File: config.mk
export PLATFORM = sky130hd
export DESIGN_NAME = qrv_valley_trigger
export DESIGN_NICKNAME = d
export VERILOG_FILES = /design/src/rtl/qrv_pkg.sv /design/src/rtl/qrv_edge_sync.sv /design/src/rtl/qrv_cycle_timer.sv /design/src/rtl/qrv_trigger_arbiter.sv /design/src/rtl/qrv_valley_trigger.sv
export SDC_FILE = /design/constraint.sdc
export NUM_CORES = 1
export LEC_CHECK = 0
export CAP_MARGIN = 20
export CORE_MARGIN = 3
export CORE_UTILIZATION = 50
export CTS_CLUSTER_DIAMETER = 100
export DETAILED_ROUTE_END_ITERATION = 8
export PLACE_DENSITY = 0.79
export SLEW_MARGIN = 30
export SYNTH_ARGS = -nofsm -noshare
export SYNTH_HDL_FRONTEND = slang
export SYNTH_HIERARCHICAL = 1
export SYNTH_SLANG_ARGS = --single-unit
File: constraint.sdc
create_clock -name clk -period 2 [get_ports clk]
set_input_delay 0.4 -clock clk [delete_from_list [all_inputs] [get_ports clk]]
set_output_delay 0.4 -clock clk [all_outputs]
set_load 0.01 [all_outputs]
File: src/rtl/qrv_pkg.sv
// Shared types for the quasi-resonant valley trigger.
// Assumes: nothing beyond a 2-bit cause code carried to the top ports.
package qrv_pkg;

    // Reason a switching cycle was started; 00 only after reset.
    typedef enum logic [1:0] {
        CAUSE_NONE     = 2'b00,
        CAUSE_VALLEY   = 2'b01,
        CAUSE_FALLBACK = 2'b10,
        CAUSE_STARTER  = 2'b11
    } cause_e;

endpackage

File: src/rtl/qrv_edge_sync.sv
// Synchronizes an asynchronous level through STAGES flops and flags its
// rising edges as single-cycle pulses.
// Assumes: STAGES >= 2; a level held high produces one pulse only.
module qrv_edge_sync #(
    parameter int unsigned STAGES = 2
) (
    input  logic clk,
    input  logic rst_n,
    input  logic level_i,
    output logic rise_o
);

    logic [STAGES-1:0] sync_q;
    logic              last_q;

    // Synchronizer chain, first stage samples the raw input.
    always_ff @(posedge clk) begin
        if (!rst_n) begin
            sync_q[0] <= 1'b0;
        end else begin
            sync_q[0] <= level_i;
        end
    end

    generate
        for (genvar g = 1; g < STAGES; g++) begin : g_stage
            // Each further stage retimes the previous one.
            always_ff @(posedge clk) begin
                if (!rst_n) begin
                    sync_q[g] <= 1'b0;
                end else begin
                    sync_q[g] <= sync_q[g-1];
                end
            end
        end
    endgenerate

    // Remember the synchronized level of the previous cycle.
    always_ff @(posedge clk) begin
        if (!rst_n) begin
            last_q <= 1'b0;
        end else begin
            last_q <= sync_q[STAGES-1];
        end
    end

    // Rising edge of the synchronized level.
    always_comb begin
        rise_o = sync_q[STAGES-1] & ~last_q;
    end

endmodule

File: src/rtl/qrv_cycle_timer.sv
// Counts clock cycles since the last clear. The count saturates at LIMIT.
// Assumes: clr_i has priority over counting; a cleared count reads 0.
module qrv_cycle_timer #(
    parameter int unsigned CNT_W = 12,
    parameter int unsigned LIMIT = 4000
) (
    input  logic             clk,
    input  logic             rst_n,
    input  logic             clr_i,
    output logic [CNT_W-1:0] cnt_o
);

    localparam logic [CNT_W-1:0] LIMIT_V = CNT_W'(LIMIT);

    logic [CNT_W-1:0] cnt_q;

    // Up-count with clear and saturation.
    always_ff @(posedge clk) begin
        if (!rst_n) begin
            cnt_q <= '0;
        end else if (clr_i) begin
            cnt_q <= '0;
        end else if (cnt_q != LIMIT_V) begin
            cnt_q <= cnt_q + 1'b1;
        end
    end

    // Expose the count.
    always_comb begin
        cnt_o = cnt_q;
    end

endmodule

File: src/rtl/qrv_trigger_arbiter.sv
// Decides, cycle by cycle, whether a new switching cycle starts and why.
// Priority is valley, then fallback, then starter, so that coincident
// events produce one start.
// Assumes: cnt_i is cycles since the last start (0 in the start cycle);
// BLANK_CYC + FALLBACK_CYC < STARTER_CYC; BLANK_CYC and FALLBACK_CYC >= 1.
module qrv_trigger_arbiter
    import qrv_pkg::*;
#(
    parameter int unsigned CNT_W        = 12,
    parameter int unsigned BLANK_CYC    = 1062,
    parameter int unsigned FALLBACK_CYC = 625,
    parameter int unsigned STARTER_CYC  = 3987
) (
    input  logic             en_i,
    input  logic             primed_i,
    input  logic             armed_i,
    input  logic             edge_i,
    input  logic [CNT_W-1:0] cnt_i,
    output logic             in_blank_o,
    output logic             fire_o,
    output cause_e           cause_o
);

    localparam logic [CNT_W-1:0] BLANK_V = CNT_W'(BLANK_CYC);
    localparam logic [CNT_W-1:0] FB_HIT  = CNT_W'(BLANK_CYC + FALLBACK_CYC - 1);
    localparam logic [CNT_W-1:0] ST_HIT  = CNT_W'(STARTER_CYC - 1);

    logic valley_go;
    logic fallback_go;
    logic starter_go;

    // Individual trigger conditions.
    always_comb begin
        in_blank_o  = (cnt_i < BLANK_V);
        valley_go   = primed_i & edge_i & ~in_blank_o;
        fallback_go = primed_i & armed_i & (cnt_i == FB_HIT);
        starter_go  = (cnt_i == ST_HIT);
    end

    // Priority selection of a single start and its cause.
    always_comb begin
        fire_o  = 1'b0;
        cause_o = CAUSE_NONE;
        if (en_i) begin
            if (valley_go) begin
                fire_o  = 1'b1;
                cause_o = CAUSE_VALLEY;
            end else if (fallback_go) begin
                fire_o  = 1'b1;
                cause_o = CAUSE_FALLBACK;
            end else if (starter_go) begin
                fire_o  = 1'b1;
                cause_o = CAUSE_STARTER;
            end
        end
    end

endmodule

File: src/rtl/qrv_valley_trigger.sv
// Top of the quasi-resonant valley trigger. It starts switching cycles
// on valleys after a blanking window, with a fallback after a blanking
// valley and a long starter timer. Outputs are registered.
// Assumes: valley_i is asynchronous; durations are cycle counts derived
// by default from CLK_MHZ and nominal nanosecond times.
module qrv_valley_trigger
    import qrv_pkg::*;
#(
    parameter int unsigned CLK_MHZ      = 125,
    parameter int unsigned BLANK_NS     = 8500,
    parameter int unsigned FALLBACK_NS  = 5000,
    parameter int unsigned STARTER_NS   = 31900,
    parameter int unsigned BLANK_CYC    = CLK_MHZ * BLANK_NS / 1000,
    parameter int unsigned FALLBACK_CYC = CLK_MHZ * FALLBACK_NS / 1000,
    parameter int unsigned STARTER_CYC  = CLK_MHZ * STARTER_NS / 1000,
    parameter int unsigned SYNC_STAGES  = 2
) (
    input  logic       clk,
    input  logic       rst_n,
    input  logic       en_i,
    input  logic       valley_i,
    output logic       start_o,
    output logic [1:0] cause_o
);

    localparam int unsigned CNT_W = $clog2(STARTER_CYC + 1);

    logic             vld_edge;
    logic [CNT_W-1:0] since_start;
    logic             tmr_clr;
    logic             in_blank;
    logic             fire;
    cause_e           fire_cause;
    logic             armed_q;
    logic             primed_q;
    logic             start_q;
    cause_e           cause_q;

    qrv_edge_sync #(
        .STAGES (SYNC_STAGES)
    ) u_sync (
        .clk     (clk),
        .rst_n   (rst_n),
        .level_i (valley_i),
        .rise_o  (vld_edge)
    );

    // Timers restart on each start and stay at 0 while disabled.
    always_comb begin
        tmr_clr = fire | ~en_i;
    end

    qrv_cycle_timer #(
        .CNT_W (CNT_W),
        .LIMIT (STARTER_CYC)
    ) u_timer (
        .clk   (clk),
        .rst_n (rst_n),
        .clr_i (tmr_clr),
        .cnt_o (since_start)
    );

    qrv_trigger_arbiter #(
        .CNT_W        (CNT_W),
        .BLANK_CYC    (BLANK_CYC),
        .FALLBACK_CYC (FALLBACK_CYC),
        .STARTER_CYC  (STARTER_CYC)
    ) u_arb (
        .en_i       (en_i),
        .primed_i   (primed_q),
        .armed_i    (armed_q),
        .edge_i     (vld_edge),
        .cnt_i      (since_start),
        .in_blank_o (in_blank),
        .fire_o     (fire),
        .cause_o    (fire_cause)
    );

    // Record a valley seen inside blanking; cleared by start or disable.
    always_ff @(posedge clk) begin
        if (!rst_n) begin
            armed_q <= 1'b0;
        end else if (tmr_clr) begin
            armed_q <= 1'b0;
        end else if (vld_edge && in_blank && primed_q) begin
            armed_q <= 1'b1;
        end
    end

    // Valleys count only after the first start since reset or enable.
    always_ff @(posedge clk) begin
        if (!rst_n) begin
            primed_q <= 1'b0;
        end else if (!en_i) begin
            primed_q <= 1'b0;
        end else if (fire) begin
            primed_q <= 1'b1;
        end
    end

    // Register the start pulse and hold its cause until the next one.
    always_ff @(posedge clk) begin
        if (!rst_n) begin
            start_q <= 1'b0;
            cause_q <= CAUSE_NONE;
        end else begin
            start_q <= fire;
            if (fire) begin
                cause_q <= fire_cause;
            end
        end
    end

    // Drive the ports.
    always_comb begin
        start_o = start_q;
        cause_o = cause_q;
    end

endmodule

==> Word-level counts from Yosys, hierarchy flattened <==
Cells that the tools add are included.
{ "word_totals": {"regBits": 20, "input_bits": 4, "out_inout_bits": 3, "elab_cells": 35} }
{ "op_classes": {"n_addsub": 1, "magnitude_cmp": 1, "n_eq_ne": 3, "mux": 8, "n_bitwise": 10, "n_reduce_logical": 4} }
{ "op_table": {"columns": ["operator", "count"], "rows": [
  ["adder 12 x 1 -> 12 bit, second input constant", 1],
  ["equality test 12 x 11 -> 1 bit, second input constant", 1],
  ["equality test 12 bit, second input constant", 1],
  ["< comparator 12 x 11 -> 1 bit, second input constant", 1],
  ["inequality test 12 bit, second input constant", 1],
  ["two-way mux 2 bit", 4],
  ["bitwise AND 1 bit", 5],
  ["two-way mux 1 bit", 4],
  ["inverter 1 bit", 4],
  ["logical AND 1 bit", 2],
  ["AND reduction 2 bit", 1],
  ["OR reduction 2 bit", 1],
  ["bitwise OR 1 bit", 1]
]} }

==> Logic depth before layout (Yosys ltp) <==
{ "logic_depth": {"depth_word": 8, "ltp_mapped": 8, "depth_no_buf": 7} }

==> Cells and area by module <==
Netlist, hierarchy kept.
{ "by_module_without_submodules": {"columns": ["module", "n_inst", "cells_per_inst", "area_each_um2", "seq_area_each_um2"], "rows": [
  ["qrv_cycle_timer", 1, 64, 568.0, 240.2],
  ["qrv_valley_trigger", 1, 16, 168.9, 100.1],
  ["qrv_trigger_arbiter", 1, 20, 150.1, 0.0],
  ["qrv_edge_sync", 1, 7, 92.6, 60.1]
]} }

==> Worst setup path after synthesis <==
Ideal clock, no wire load.
{ "synth_timing": {"path_kind": "register to register", "from": "register u_timer.cnt_q[11] (netlist: u_timer/cnt_o[11])", "to": "register u_timer.cnt_q[0] (netlist: u_timer/cnt_o[0])", "setup_ps": 78, "t_arrival_ps": 2013, "required_ps": 1922, "slack_ps": -91, "path_stages_with_launch": 8, "path_buffers": 1, "period_less_slack_ps": 2091, "cell_sequence": "dfxtp_1 > or4_4 > a211oi_1 > o22ai_1 > nand2b_1 > nand2b_1 > clkbuf_1 > nor3_1"} }
{ "synth_via": {"elab_chain_len": 7, "word_cells_on_any_way": 13, "classes_between": "order compare: 1; eq/ne: 3; mux: 4; bitwise: 4; reduce/logical: 1"} }
{ "synth_lines": {"columns": ["item", "line", "text"], "rows": [
  ["from (decl)", "qrv_cycle_timer.sv:15", "logic [CNT_W-1:0] cnt_q;"],
  ["from (signal assigned)", "qrv_cycle_timer.sv:24", "cnt_q <= cnt_q + 1'b1;"],
  ["< comparator 12 x 11 -> 1 bit, or another cell as far along", "qrv_trigger_arbiter.sv:34", "in_blank_o = (cnt_i < BLANK_V);"],
  ["inverter 1 bit, or another cell as far along", "qrv_trigger_arbiter.sv:35", "valley_go = primed_i & edge_i & ~in_blank_o;"],
  ["bitwise AND 1 bit / two-way mux 1 bit (equally long branches)", "qrv_trigger_arbiter.sv:35, qrv_trigger_arbiter.sv:48", null],
  ["two-way mux 1 bit *", "qrv_trigger_arbiter.sv:45", "if (valley_go) begin"],
  ["two-way mux 1 bit *", "qrv_trigger_arbiter.sv:44", "if (en_i) begin"],
  ["via fire", "qrv_valley_trigger.sv:32", "logic fire;"],
  ["bitwise OR 1 bit *", "qrv_valley_trigger.sv:50", "tmr_clr = fire | ~en_i;"],
  ["via tmr_clr", "qrv_valley_trigger.sv:30", "logic tmr_clr;"],
  ["OR reduction 2 bit (no line) *", null, null]
]} }
The timed path passes the listed nets; every way through them passes the cells marked *.
A chain may end at the register's enable or synchronous reset.

==> Worst setup path in the final report <==
Same ends and word-level chain as after synthesis.

==> impl_metrics.tcl <==
set metrics [dict create \
    whs_ns 0.445 \
    placed_area_sq_um 1140 \
    synthTopCellsByArea "dfxtp_1, o31ai_1, a21oi_1, or4_1, nor2b_1" \
    synth_mux_area_share_pct 2.04 \
    cp_slowest_cell "or4_4" \
    hold_viol 0 \
    cp.arrival_ns 2.13 \
    initial_utilization_pct 54.9 \
    cts_setup_buffers 0 \
    max-cap-violations 0 \
    clkSinkCount 20 \
    syn-num-nets 112 \
    final.setup.tns_ns 0 \
    viasPerCell 6.20 \
    cts_buffers 3 \
    critPathLaunchType "flip-flop" \
    pre_cts_ws_ns -0.203 \
    fin_ws_ns 0.0881 \
    min_to "u_sync/sync_q[1]$_SDFF_PN0_" \
    synth_top_area_share_pct 40.9 \
    via_count 917 \
    netlist_area_sq_um 980 \
    placement_rows 15 \
    min_period_over_period_pct 95.6 \
    grt_pass1_wl_um 3590 \
    rsz0062_at_grt "no" \
    n_antenna_cell 0 \
    fin_crit_ns 1.91 \
    irDropWorstVdd_mv 0.303 \
    tritoncts "yes" \
    synth_xor_area_share_pct 1.79 \
    grt.total_usage_pct 18.1 \
    p_per_area_nw_per_um2 523 \
    clk_path_buf_depth 2 \
    routed_wl_um 2140 \
    path_clk_slew_ns 0.10 \
    cp_slowest_stage_delay_ns 0.55 \
    holdBufCountCts 0 \
    ys_warn_count 6 \
    crit_chain "or4_4 -> a211oi_4 -> o22ai_2 -> nand2b_1 -> nand2b_4 -> nor3_1" \
    die_x_um 50.3 \
    port_buffers 6 \
    synth_fa_ha_area_share_pct 1.28 \
    worstHoldPathCells 1 \
    regToRegStartpoint "u_timer/cnt_o[11]$_SDFFE_PP0P_" \
    coreArea_sq_um 1780 \
    end_kind "flip-flop" \
    grt_pass1_vias 869 \
    clkLatencyLatePin_ns 0.28 \
    tightest_slew_ns 0.458 \
    fmax_ghz 0.523 \
    r2r_slack_ns 0.09 \
    area_growth_pct 20.1 \
    nFillCells 147 \
    drt_drc_violations_left 0 \
    synth_cells 107 \
    async_flop_share_pct 0 \
    finalInstanceArea_sq_um 1180 \
    hp-class "flip-flop to flip-flop" \
    min_from "u_sync/sync_q[0]$_SDFF_PN0_" \
    synthFlopType "dfxtp_1" \
    cp.required_ns 2.21 \
    leakage_nw 0.413 \
    synth_area_leader_cell "dfxtp_1" \
    nNetsFinal 130 \
    multi_input_area_sq_um 587 \
    dpl.hpwl_um 1560 \
    final_max_slew_viol_count 0 \
    htree_levels 1 \
    criticalPathCategory "flip-flop to flip-flop" \
    final_core_util_pct 66.0 \
    crit_fanout 10 \
    status "completed" \
    yosysMostFrequentCell "dfxtp_1" \
    die-area_sq_um 2530 \
    slew_headroom_pct 69.0 \
    die_h_um 50.3 \
    regArea_sq_um 400 \
    yosysSeqAreaShare_pct 40.9 \
    drtAntennaViolNets 0 \
    drtPass1Iterations 4 \
    grt_remaining_overflow 0 \
    clock_tree.root_cell "clkbuf_4" \
    io_pins 7 \
    fin_skew_ns 0.00287 \
    avgSynthCellArea_sq_um 9.16 \
    synth_edf_count 0 \
    layout-drive-gt1-share_pct 16.3 \
    routedWlPerCell_um 14.5 \
    synth_top_family_by_area "simple AND/OR/NAND/NOR gates" \
    grt_max_degree 11 \
    regToRegEndpoint "u_timer/cnt_o[0]$_SDFFE_PP0P_" \
    synthDistinctLibCells 39 \
    synth_common_cells "dfxtp_1, a21oi_1, o31ai_1" \
    routabilityCongestion 0.785 \
    antenna_found_initial 0 \
    synth-simple-area-share_pct 31.9 \
    ys_ff_latch 20 \
    rr_worst_depth 6 \
    synth_compound_area_share_pct 20.2 \
    setup_viol_count_final 0 \
    drtIter0Drc 28 \
]
[cells by family after synthesis]
group,after synthesis
multiplexers,2
AO/OA/AOI/OAI,29
buffers and inverters,5
adder cells (fa/ha/maj),1
XOR/XNOR,2
flip-flops,20
AND/OR/NAND/NOR,48
[layout make-up]
class                           count  area share (%)
Multi-Input combinational cell     82            49.9
Sequential cell                    20            34.0
Timing Repair Buffer               14            10.2
Tap cell                           25            2.66
Clock buffer                        3            1.91
Inverter                            4            1.28
[placed cells by master (no fill, tap or decap), types with 2 or more instances in the layout]
| cell | netlist | final |
|---|---|---|
| o31ai_1 | 6 | 6 |
| a21oi_1 | 8 | 8 |
| a211o_1 | 2 | 2 |
| clkdlybuf4s50_1 | 0 | 6 |
| or3_1 | 2 | 2 |
| nor2_1 | 4 | 4 |
| dfxtp_1 | 20 | 20 |
| or4_1 | 5 | 5 |
| and2_1 | 4 | 4 |
| inv_1 | 4 | 4 |
| buf_4 | 0 | 8 |
| o21ai_0 | 3 | 3 |
| nor2b_1 | 5 | 5 |
| nand3_1 | 5 | 5 |
| nand2b_1 | 3 | 2 |
| o21a_1 | 2 | 2 |
| nand4_1 | 3 | 3 |
| mux2i_1 | 2 | 2 |
| clkbuf_4 | 0 | 3 |
| nand2_1 | 4 | 4 |
| nor3_1 | 3 | 3 |
[through the flow]
stage	power [W]	std cells
after floorplan	0.000428	107
after global placement	0.000441	145
after detailed placement	0.000442	145
after CTS	0.000622	148
after global routing	0.000641	148
final	0.000615	148
[routing by layer]
layer	wire length (um)	track usage, %	up-vias	share of wire [%]
met5	0	0	-	0
met4	47	8.76	0	2.2
met3	151	3.26	6	7.1
met2	1000	30.0	33	47
met1	937	22.4	439	44
li1	-	-	439	-
[worst max path at each step]
stage / to / slack, ns / from / cells after the start
after floorplan: u_timer/cnt_o[0]$_SDFFE_PP0P_ / 0.02 / u_timer/cnt_o[11]$_SDFFE_PP0P_ / 7
after global placement: u_timer/cnt_o[0]$_SDFFE_PP0P_ / -0.08 / en_i / 7
after detailed placement: u_timer/cnt_o[0]$_SDFFE_PP0P_ / -0.20 / en_i / 7
after CTS: u_timer/cnt_o[0]$_SDFFE_PP0P_ / 0.003 / u_timer/cnt_o[11]$_SDFFE_PP0P_ / 6
after global routing: u_timer/cnt_o[0]$_SDFFE_PP0P_ / 0.004 / u_timer/cnt_o[11]$_SDFFE_PP0P_ / 6
final: u_timer/cnt_o[0]$_SDFFE_PP0P_ / 0.09 / u_timer/cnt_o[11]$_SDFFE_PP0P_ / 6
[where the power goes]
| part | switching, W | internal (W) |
|---|---|---|
| combinational | 0.0000126 | 0.0000152 |
| clock | 0.000110 | 0.0000698 |
| sequential | 0.00000434 | 0.000402 |
| total | 0.000127 | 0.000487 |
[worst max-delay path: cells and delay by family, from the launching register on]
family | cells | cell delay (ns)
simple gates | 4 | 1.11
compound gates | 2 | 0.41
flops | 1 | 0.33
[registers in the layout, indices dropped and copies added, names as in the netlist]
| name | count |
|---|---|
| armed_q | 1 |
| cause_o | 2 |
| primed_q | 1 |
| start_o | 1 |
| u_sync/last_q | 1 |
| u_sync/sync_q | 2 |
| u_timer/cnt_o | 12 |
[what timing repair did]
action | 4_1_cts | 5_1_grt
resized for setup | 2 | 1
cloned | 0 | 0
setup endpoints to repair | 10 | 8
(Power assumes the default switching activity.)
